**config.mk**
```make
export PLATFORM = sky130hd
export DESIGN_NAME = tsp_poll_sched
export DESIGN_NICKNAME = d
export VERILOG_FILES = /design/src/rtl/tsp_pkg.sv /design/src/rtl/tsp_rate_timer.sv /design/src/rtl/tsp_slot_pick.sv /design/src/rtl/tsp_reading_bank.sv /design/src/rtl/tsp_poll_sched.sv
export SDC_FILE = /design/constraint.sdc
export NUM_CORES = 1
export LEC_CHECK = 0
export CAP_MARGIN = 20
export CELL_PAD_IN_SITES_DETAIL_PLACEMENT = 1
export CELL_PAD_IN_SITES_GLOBAL_PLACEMENT = 1
export CORE_ASPECT_RATIO = 0.75
export CORE_MARGIN = 1
export CORE_UTILIZATION = 45
export DETAILED_ROUTE_END_ITERATION = 8
export DONT_BUFFER_PORTS = 1
export PLACE_DENSITY = 0.82
export SLEW_MARGIN = 20
export SYNTH_ARGS = -nofsm -noshare
export SYNTH_HDL_FRONTEND = slang
export SYNTH_SLANG_ARGS = --single-unit
```
**constraint.sdc**
```tcl
create_clock -name clk -period 10.12 [get_ports clk]
set_input_delay 1.518 -clock clk [delete_from_list [all_inputs] [get_ports clk]]
set_output_delay 1.518 -clock clk [all_outputs]
set_load 0.03 [all_outputs]
```
**src/rtl/tsp_pkg.sv**
```systemverilog
package tsp_pkg;
    localparam int SLOT_N = 8;
    localparam int SLOT_W = $clog2(SLOT_N);
    localparam logic [3:0] SENSOR_TYPE = 4'h3;

    typedef enum logic [1:0] {
        ST_IDLE  = 2'd0,
        ST_ISSUE = 2'd1,
        ST_WAIT  = 2'd2
    } poll_state_e;
endpackage

```
**src/rtl/tsp_rate_timer.sv**
```systemverilog
module tsp_rate_timer #(
    parameter int RATE_W = 16
) (
    input  logic              clk,
    input  logic              rst_n,
    input  logic [RATE_W-1:0] rate_val,
    output logic              tick
);
    logic [RATE_W-1:0] cnt_q;

    // free-running down counter, reloads on zero
    always_ff @(posedge clk) begin
        if (!rst_n)
            cnt_q <= '0;
        else if (cnt_q == '0)
            cnt_q <= rate_val;
        else
            cnt_q <= cnt_q - 1'b1;
    end

    assign tick = (cnt_q == '0);
endmodule

```
**src/rtl/tsp_slot_pick.sv**
```systemverilog
module tsp_slot_pick #(
    parameter int N = 8,
    localparam int W = $clog2(N)
) (
    input  logic [N-1:0] present,
    input  logic [W-1:0] start,
    output logic         found,
    output logic [W-1:0] pick
);
    logic [2*N-1:0] dbl;
    logic [N-1:0]   rot;
    logic [W-1:0]   off;

    assign dbl = {present, present};
    assign rot = dbl[start +: N];

    // lowest set bit of the rotated mask is the nearest slot at or after start
    always_comb begin
        found = 1'b0;
        off   = '0;
        for (int i = N - 1; i >= 0; i--) begin
            if (rot[i]) begin
                found = 1'b1;
                off   = W'(i);
            end
        end
        pick = W'((int'(start) + int'(off)) % N);
    end
endmodule

```
**src/rtl/tsp_reading_bank.sv**
```systemverilog
module tsp_reading_bank #(
    parameter int N  = 8,
    parameter int DW = 16,
    localparam int W = $clog2(N)
) (
    input  logic          clk,
    input  logic          rst_n,
    input  logic          we,
    input  logic [W-1:0]  wslot,
    input  logic [DW-1:0] wdata,
    input  logic [W-1:0]  rslot,
    output logic [DW-1:0] rdata
);
    logic [DW-1:0] regs [N];

    for (genvar g = 0; g < N; g++) begin : g_slot
        always_ff @(posedge clk) begin
            if (!rst_n)
                regs[g] <= '0;
            else if (we && wslot == W'(g))
                regs[g] <= wdata;
        end
    end

    assign rdata = regs[rslot];
endmodule

```
**src/rtl/tsp_poll_sched.sv**
```systemverilog
module tsp_poll_sched
    import tsp_pkg::*;
#(
    parameter int         RATE_W  = 16,
    parameter int         DATA_W  = 16,
    parameter logic [7:0] PTR_REG = 8'h05
) (
    input  logic              clk,
    input  logic              rst_n,
    input  logic              poll_en,
    input  logic              ptr_sel,
    input  logic [7:0]        present,
    input  logic [RATE_W-1:0] rate_val,
    input  logic              bus_err,
    output logic              eng_req,
    output logic [6:0]        eng_addr,
    output logic              eng_ptr,
    output logic [7:0]        eng_ptr_reg,
    input  logic              eng_busy,
    input  logic              eng_done,
    input  logic              eng_nack,
    input  logic [DATA_W-1:0] eng_rdata,
    output logic              poll_busy,
    output logic              sw_grant,
    output logic [2:0]        last_slot,
    output logic [DATA_W-1:0] last_word,
    input  logic [2:0]        rd_slot,
    output logic [DATA_W-1:0] rd_word
);
    poll_state_e state_q, state_d;

    logic              tick;
    logic              found;
    logic [SLOT_W-1:0] pick;
    logic [SLOT_W-1:0] next_q;
    logic [SLOT_W-1:0] cur_q;
    logic              full_q;
    logic [SLOT_N-1:0] loaded_q;
    logic              start_ok;
    logic              finish;

    tsp_rate_timer #(.RATE_W(RATE_W)) u_timer (
        .clk      (clk),
        .rst_n    (rst_n),
        .rate_val (rate_val),
        .tick     (tick)
    );

    tsp_slot_pick #(.N(SLOT_N)) u_pick (
        .present (present),
        .start   (next_q),
        .found   (found),
        .pick    (pick)
    );

    assign start_ok = tick && poll_en && !bus_err && !eng_busy && found;
    assign finish   = (state_q == ST_WAIT) && eng_done;

    tsp_reading_bank #(.N(SLOT_N), .DW(DATA_W)) u_bank (
        .clk   (clk),
        .rst_n (rst_n),
        .we    (finish && !eng_nack),
        .wslot (cur_q),
        .wdata (eng_rdata),
        .rslot (rd_slot),
        .rdata (rd_word)
    );

    // state register
    always_ff @(posedge clk) begin
        if (!rst_n)
            state_q <= ST_IDLE;
        else
            state_q <= state_d;
    end

    // next state
    always_comb begin
        state_d = state_q;
        unique case (state_q)
            ST_IDLE:  if (start_ok) state_d = ST_ISSUE;
            ST_ISSUE: state_d = ST_WAIT;
            ST_WAIT:  if (eng_done) state_d = ST_IDLE;
            default:  state_d = ST_IDLE;
        endcase
    end

    // outputs
    always_comb begin
        eng_req     = (state_q == ST_ISSUE);
        poll_busy   = (state_q != ST_IDLE);
        sw_grant    = !poll_en && (state_q == ST_IDLE);
        eng_addr    = {SENSOR_TYPE, cur_q};
        eng_ptr     = full_q;
        eng_ptr_reg = PTR_REG;
    end

    // slot rotation and per-slot pointer knowledge
    always_ff @(posedge clk) begin
        if (!rst_n) begin
            next_q   <= '0;
            cur_q    <= '0;
            full_q   <= 1'b0;
            loaded_q <= '0;
        end else begin
            if (state_q == ST_IDLE && start_ok) begin
                cur_q  <= pick;
                full_q <= !ptr_sel || !loaded_q[pick];
                next_q <= pick + 1'b1;
            end else if (!poll_en && state_q == ST_IDLE) begin
                next_q <= '0;
            end
            if (!poll_en)
                loaded_q <= '0;
            else if (finish)
                loaded_q[cur_q] <= !eng_nack;
        end
    end

    // last poll record
    always_ff @(posedge clk) begin
        if (!rst_n) begin
            last_slot <= '0;
            last_word <= '0;
        end else if (finish) begin
            last_slot <= cur_q;
            if (!eng_nack)
                last_word <= eng_rdata;
        end
    end
endmodule

```
After elaboration in Yosys (flattened, before gate mapping):

Memories as Yosys holds them, arrays and structs flattened.
Index checks and enable logic that the tools add are counted.

* $add $sub $neg: 3
* order comparisons: 3
* equal/unequal tests: 11
* shifts and indexed selects: 1
* mux-type cells: 60
* bitwise gates (word level): 9
* reductions and logical operators: 32

Operators with widths (count)
* $mux 16: 9
* $mux 1: 35
* $mux 3: 10
* $logic_and 1x1->1: 17
* $logic_not 16->1: 1
* $shiftx 16x4->8: 1
* $sub 16x1->16 const B: 1
* $eq 3x3->1 const B: 4
* $bwmux 8: 1
* $lt 3x4->1 const B: 2
* $or 1x1->1: 8
* $eq 3x2->1 const B: 2
* $logic_not 1->1: 6
* $pmux 2 s3: 1
* $reduce_and 2->1: 3
* $mux 2: 2
* $ne 2x2->1 const B: 2
* $reduce_bool 2->1: 2
* $add 3x1->3 const B: 1
* $add 3x3->3: 1
* $bmux 1 s3: 1
* $demux 1 s3: 1
* $eq 3x1->1 const B: 1
* $ge 3x1->1 const B: 1
* 6 further kinds: 6

* bits in registers: 52
* bits in writable memories: 128
* input bits: 51
* output and inout port bits: 54
* logic and storage cells: 128
* memories: 1

Memories
* u_bank.regs: words 8, bits a word 16, read ports 1, clocked after memory_dff 0, wr ports 8, RTL line tsp_reading_bank.sv:14 `logic [DW-1:0] regs [N];`

Depth between registers and ports, before layout:

* word-level depth: 14
* depth in mapped cells: 14
* gate-level depth less buffers: 12

Cells and area by module:

A second synthesis with hierarchy kept.

* cells, all modules: 743
* area, all modules: 8934.8 µm²

By module, submodules not included
* tsp_reading_bank: instances 1, cells an instance 374, area each 5809.3 µm², sequential area each 3843.7 µm²
* tsp_poll_sched: instances 1, cells an instance 189, area each 1604.0 µm², sequential area each 720.7 µm²
* tsp_rate_timer: instances 1, cells an instance 108, area each 895.9 µm², sequential area each 320.3 µm²
* tsp_slot_pick: instances 1, cells an instance 72, area each 625.6 µm², sequential area each 0.0 µm²

Worst setup path after synthesis:

OpenSTA, ideal clock, no wires.

* path kind: input-to-output
* from: input rd_slot[0]
* to: output rd_word[0]
* arrival: 3.182 ns
* data required time: 8.602 ns
* path slack: 5.420 ns
* stages: 4
* path buffers: 2
* path through: clkbuf_1 buf_1 mux4_2 mux2_2

* cells in the longest elaborated chain, start to end: 1

Ends and longest elaborated chain
* from (decl): RTL line tsp_poll_sched.sv:27 `input logic [2:0] rd_slot,`
* $mem_v2 8x16
* to (decl): RTL line tsp_poll_sched.sv:28 `output logic [DATA_W-1:0] rd_word`

No other way between the ends.

Worst setup path in the final report:

* from: input present[4]
* to: register full_q, in the netlist eng_ptr

* cells in the longest elaborated chain, start to end: 14
* elaborated cells on any way between the ends: 24
* classes of those cells: add/sub (1); shift (1); mux (18); reduce/logical (4)

Ends and longest elaborated chain
* from (decl): RTL line tsp_poll_sched.sv:12 `input logic [7:0] present,`
* $shiftx 16x4->8 (*): RTL line tsp_slot_pick.sv:15 `assign rot = dbl[start +: N];`
* $mux 3 (8 in a row): RTL line tsp_slot_pick.sv:22 `if (rot[i]) begin`
* $add 3x3->3: RTL line tsp_slot_pick.sv:27 `pick = W'((int'(start) + int'(off)) % N);`
* $bmux 1 s3: RTL line tsp_poll_sched.sv:108 `full_q <= !ptr_sel || !loaded_q[pick];`
* $mux 1 (not written as such): RTL line tsp_poll_sched.sv:108
* $logic_not 1->1: RTL line tsp_poll_sched.sv:108
* $logic_or 1x1->1: RTL line tsp_poll_sched.sv:108
* to (signal assigned): RTL line tsp_poll_sched.sv:108
* to (decl): RTL line tsp_poll_sched.sv:37 `logic full_q;`

Mark *: on every way between the ends. The rest lies on a longest branch, timed or not. The select of a mux whose other input is x is not followed.
A chain may end at the register's enable or synchronous reset.

==> impl_metrics.ini <==
[critical_path]
path_max_fanout = 8
cp-start-kind = primary input
arrival_ns = 4.46
worst_setup_path_end_kind = flop
worstSetupStartpoint = present[4]
regToRegSetupSlack_ns = 6.14
reg2reg_to = eng_ptr
r2r_cells = 12
setup.worst_path.class = in -> reg
timing.critical_path.required_ns = 10.49
timing.rr.start = next_q[0]

[run_status]
outcome = complete, no violations

[timing]
min_period_ns = 4.09
fmax_mhz = 244
grt_setup_unrepaired = no
post-route-period-util_pct = 40.4
final.setup.tns_ns = 0
timing_worst_slew_pin_value_ns = 1.07
finalHoldViolations = 0
finalClockSkew_ns = 0.0155
fin_ws_ns = 6.03
setup_viol = 0
timing.max_slew.rel_slack_pct = 28.6
final_slew_violations = 0

[pwr]
ir_worst_vdd_v = 0.000109
net-switching-power_uw = 469
comb_power_share_pct = 13.7
reg_power_share_pct = 48.5
internal_power_uw = 1280
power.leakage_uw = 0.00355
switching_share_pct = 26.9
power.clock.fraction_pct = 37.8
power.density_cell_area_nw_per_um2 = 183

[logic_synthesis]
syn-cell-area_um2 = 8780
synthesis.area_per_instance_um2 = 12.4
yosysUniqueCellTypes = 52
ys.warnings.count = 0
syn-instance-count = 706
dominantRegCellSynth = sky130_fd_sc_hd__edfxtp_1
synth-edff-count = 128
seq_area_frac_synth_pct = 55.6
async_reset_ff_share_pct = 0
synth_top_area_cell = sky130_fd_sc_hd__edfxtp_1
yosys_register_bits = 180
synth_top_area_share_pct = 43.8
synthTopCellsByArea = sky130_fd_sc_hd__edfxtp_1 44%, sky130_fd_sc_hd__dfxtp_1 12%, sky130_fd_sc_hd__and2_1 9.3%, sky130_fd_sc_hd__mux4_2 9.2%, sky130_fd_sc_hd__nand2_1 2.9%

[clock_tree]
clk_path_buf_depth = 2
cts.sink_count = 180
cts_root_buf = sky130_fd_sc_hd__clkbuf_16
cts_setup_buffers = 0
clk_transition_reported_paths_ns = 0.08
clock_latency_ns = 0.44
post_cts_hold_buffer_count = 0
cts_max_level = 4
cts_tree = yes
cts_buf_count = 17
post_cts.resized_instances = 0

[drt]
vias = 5709
wire_per_inst_um = 24.1
firstDrtPassIters = 5
post_detailed_route_drc_marker_count = 0
drt-vias-per-instance = 5.97
antenna_violating_nets_post_route = 0
finalWirelength_mm = 23.1
drtIter0Drc = 507

[die]
die_w_um = 163
core_area_um2 = 18800
start_util_pct = 46.8
rows = 43
floorplan.die_area_um2 = 20100
io_pins = 105
die_y_um = 123

[grt]
grt_max_degree = 57
grt.overflow.total = 0
via_count_of_the_first_global_routing_pass = 5977
groute.usage.overall_pct = 24.2
global_route_wire_length_before_repair_mm = 35.0
grt_antenna_before_repair = 0

[finish]
finalInstanceArea_um2 = 9560
ant_cells = 0
final_nets = 753
largest_register_ff_count = 128
most_flop_heavy_register = u_bank.regs
drive_above_1_share_pct = 15.4
final_cells = 957
area_delta_synth_final_pct = 8.85
layout.cells.most_common = sky130_fd_sc_hd__and2_1
postLayoutCoreUtil_pct = 50.9
layout.cells.most_common_list = 130 x sky130_fd_sc_hd__and2_1, 128 x sky130_fd_sc_hd__edfxtp_1, 68 x sky130_fd_sc_hd__nand2_1, 52 x sky130_fd_sc_hd__dfxtp_1, 36 x sky130_fd_sc_hd__mux4_2
reg.largest.list = u_bank.regs x128, last_word x16, u_timer.cnt_q x16

[place]
buffer_ports.inserted = 0
setup_ws_pre_cts_ns = 5.61
dp_cells = 925
hpwlAfterDp_mm = 15.1
gp_congestion = 0.803
postPlaceCellArea_um2 = 8960

[min_path]
worstHoldPathType = reg -> reg
worst_hold_path.endpoint = loaded_q[7]
holdCritStartpoint = loaded_q[7]
whs_path_depth = 2

[flow_run]
max-cap-violations = 0
Yosys cell counts (2+ instances only):
cell	number
sky130_fd_sc_hd__and2_1	130
sky130_fd_sc_hd__nor3_1	26
sky130_fd_sc_hd__mux4_2	36
sky130_fd_sc_hd__or3_1	5
sky130_fd_sc_hd__a21oi_1	9
sky130_fd_sc_hd__nand2_1	68
sky130_fd_sc_hd__clkbuf_1	30
sky130_fd_sc_hd__nand3_1	10
sky130_fd_sc_hd__nor2b_1	3
sky130_fd_sc_hd__mux4_1	3
sky130_fd_sc_hd__edfxtp_1	128
sky130_fd_sc_hd__a211oi_1	2
sky130_fd_sc_hd__nor4_1	7
sky130_fd_sc_hd__xnor2_1	9
sky130_fd_sc_hd__mux2_2	17
sky130_fd_sc_hd__o21a_1	2
sky130_fd_sc_hd__ha_1	4
sky130_fd_sc_hd__buf_1	4
sky130_fd_sc_hd__nor2_1	25
sky130_fd_sc_hd__or2_2	6
sky130_fd_sc_hd__o211a_1	16
sky130_fd_sc_hd__o21ai_0	13
sky130_fd_sc_hd__conb_1	2
sky130_fd_sc_hd__a21boi_0	22
sky130_fd_sc_hd__nand4_1	2
sky130_fd_sc_hd__xor2_1	4
sky130_fd_sc_hd__or4_1	3
sky130_fd_sc_hd__a311oi_1	2
sky130_fd_sc_hd__inv_1	7
sky130_fd_sc_hd__dfxtp_1	52
sky130_fd_sc_hd__nand3b_1	3
sky130_fd_sc_hd__nor3b_1	10
sky130_fd_sc_hd__nand2b_1	6
sky130_fd_sc_hd__buf_4	14
sky130_fd_sc_hd__mux2i_1	7
sky130_fd_sc_hd__and3b_1	3
critical path, cell delays in order:
cell and delay (ns):
sky130_fd_sc_hd__mux4_1 0.50, sky130_fd_sc_hd__or2_2 0.31, sky130_fd_sc_hd__a21oi_1 0.16, sky130_fd_sc_hd__o211ai_1 0.10, sky130_fd_sc_hd__a21oi_1 0.16, sky130_fd_sc_hd__o32ai_1 0.10, sky130_fd_sc_hd__ha_1 0.20, sky130_fd_sc_hd__fa_1 0.37
sky130_fd_sc_hd__xor2_1 0.16, sky130_fd_sc_hd__xnor2_1 0.38, sky130_fd_sc_hd__mux2_4 0.34, sky130_fd_sc_hd__a31oi_1 0.16
cells by family after synthesis:
kind of cell,count (synthesis),share of synthesized area [%]
AND/OR/NAND/NOR,310,19.3
flip-flops,180,55.6
buffers and inverters,59,3.36
other,2,0.0856
XOR/XNOR,13,1.30
adder cells (fa/ha/maj),5,0.798
multiplexers,64,13.3
AO/OA/AOI/OAI,73,6.20
how the worst max path moves through the flow:
stage,to,cells past startpoint
after global placement,eng_ptr,12
after detailed placement,eng_ptr,12
after global routing,eng_ptr,12
final,eng_ptr,12
after floorplan,rd_word[0],4
after CTS,eng_ptr,12
stage by stage:
step           power (uW)  hold slack [ns]
2_1_floorplan        1060            0.451
3_3_place_gp         1080            0.474
3_5_place_dp         1100            0.489
4_1_cts              1760            0.499
5_1_grt              1810            0.529
6_report             1750            0.501
area by class of cell:
type                    instances  area [um^2]
inverters                       7         26.3
repair buffers                 14          105
fillers                      1921         9220
clock buffers                  17          425
multi-input cells             477         3640
clock inverters                15          169
flip-flops and latches        180         4880
well taps                     247          309
power groups by stage:
stage,clock network (uW),registers (uW),logic [uW]
4_1_cts,669,847,241
3_5_place_dp,0,864,238
3_3_place_gp,0,859,222
5_1_grt,699,851,261
2_1_floorplan,0,855,205
6_report,661,847,238
metal layers:
metal	vias to the layer above	wire, um	GRT usage (%)
li1	2530	-	-
met1	2914	9200	28.9
met2	238	11400	41.9
met3	27	2060	7.18
met4	0	365	7.65
met5	-	0	0
No activity file was read; power rests on OpenSTA's default activity.
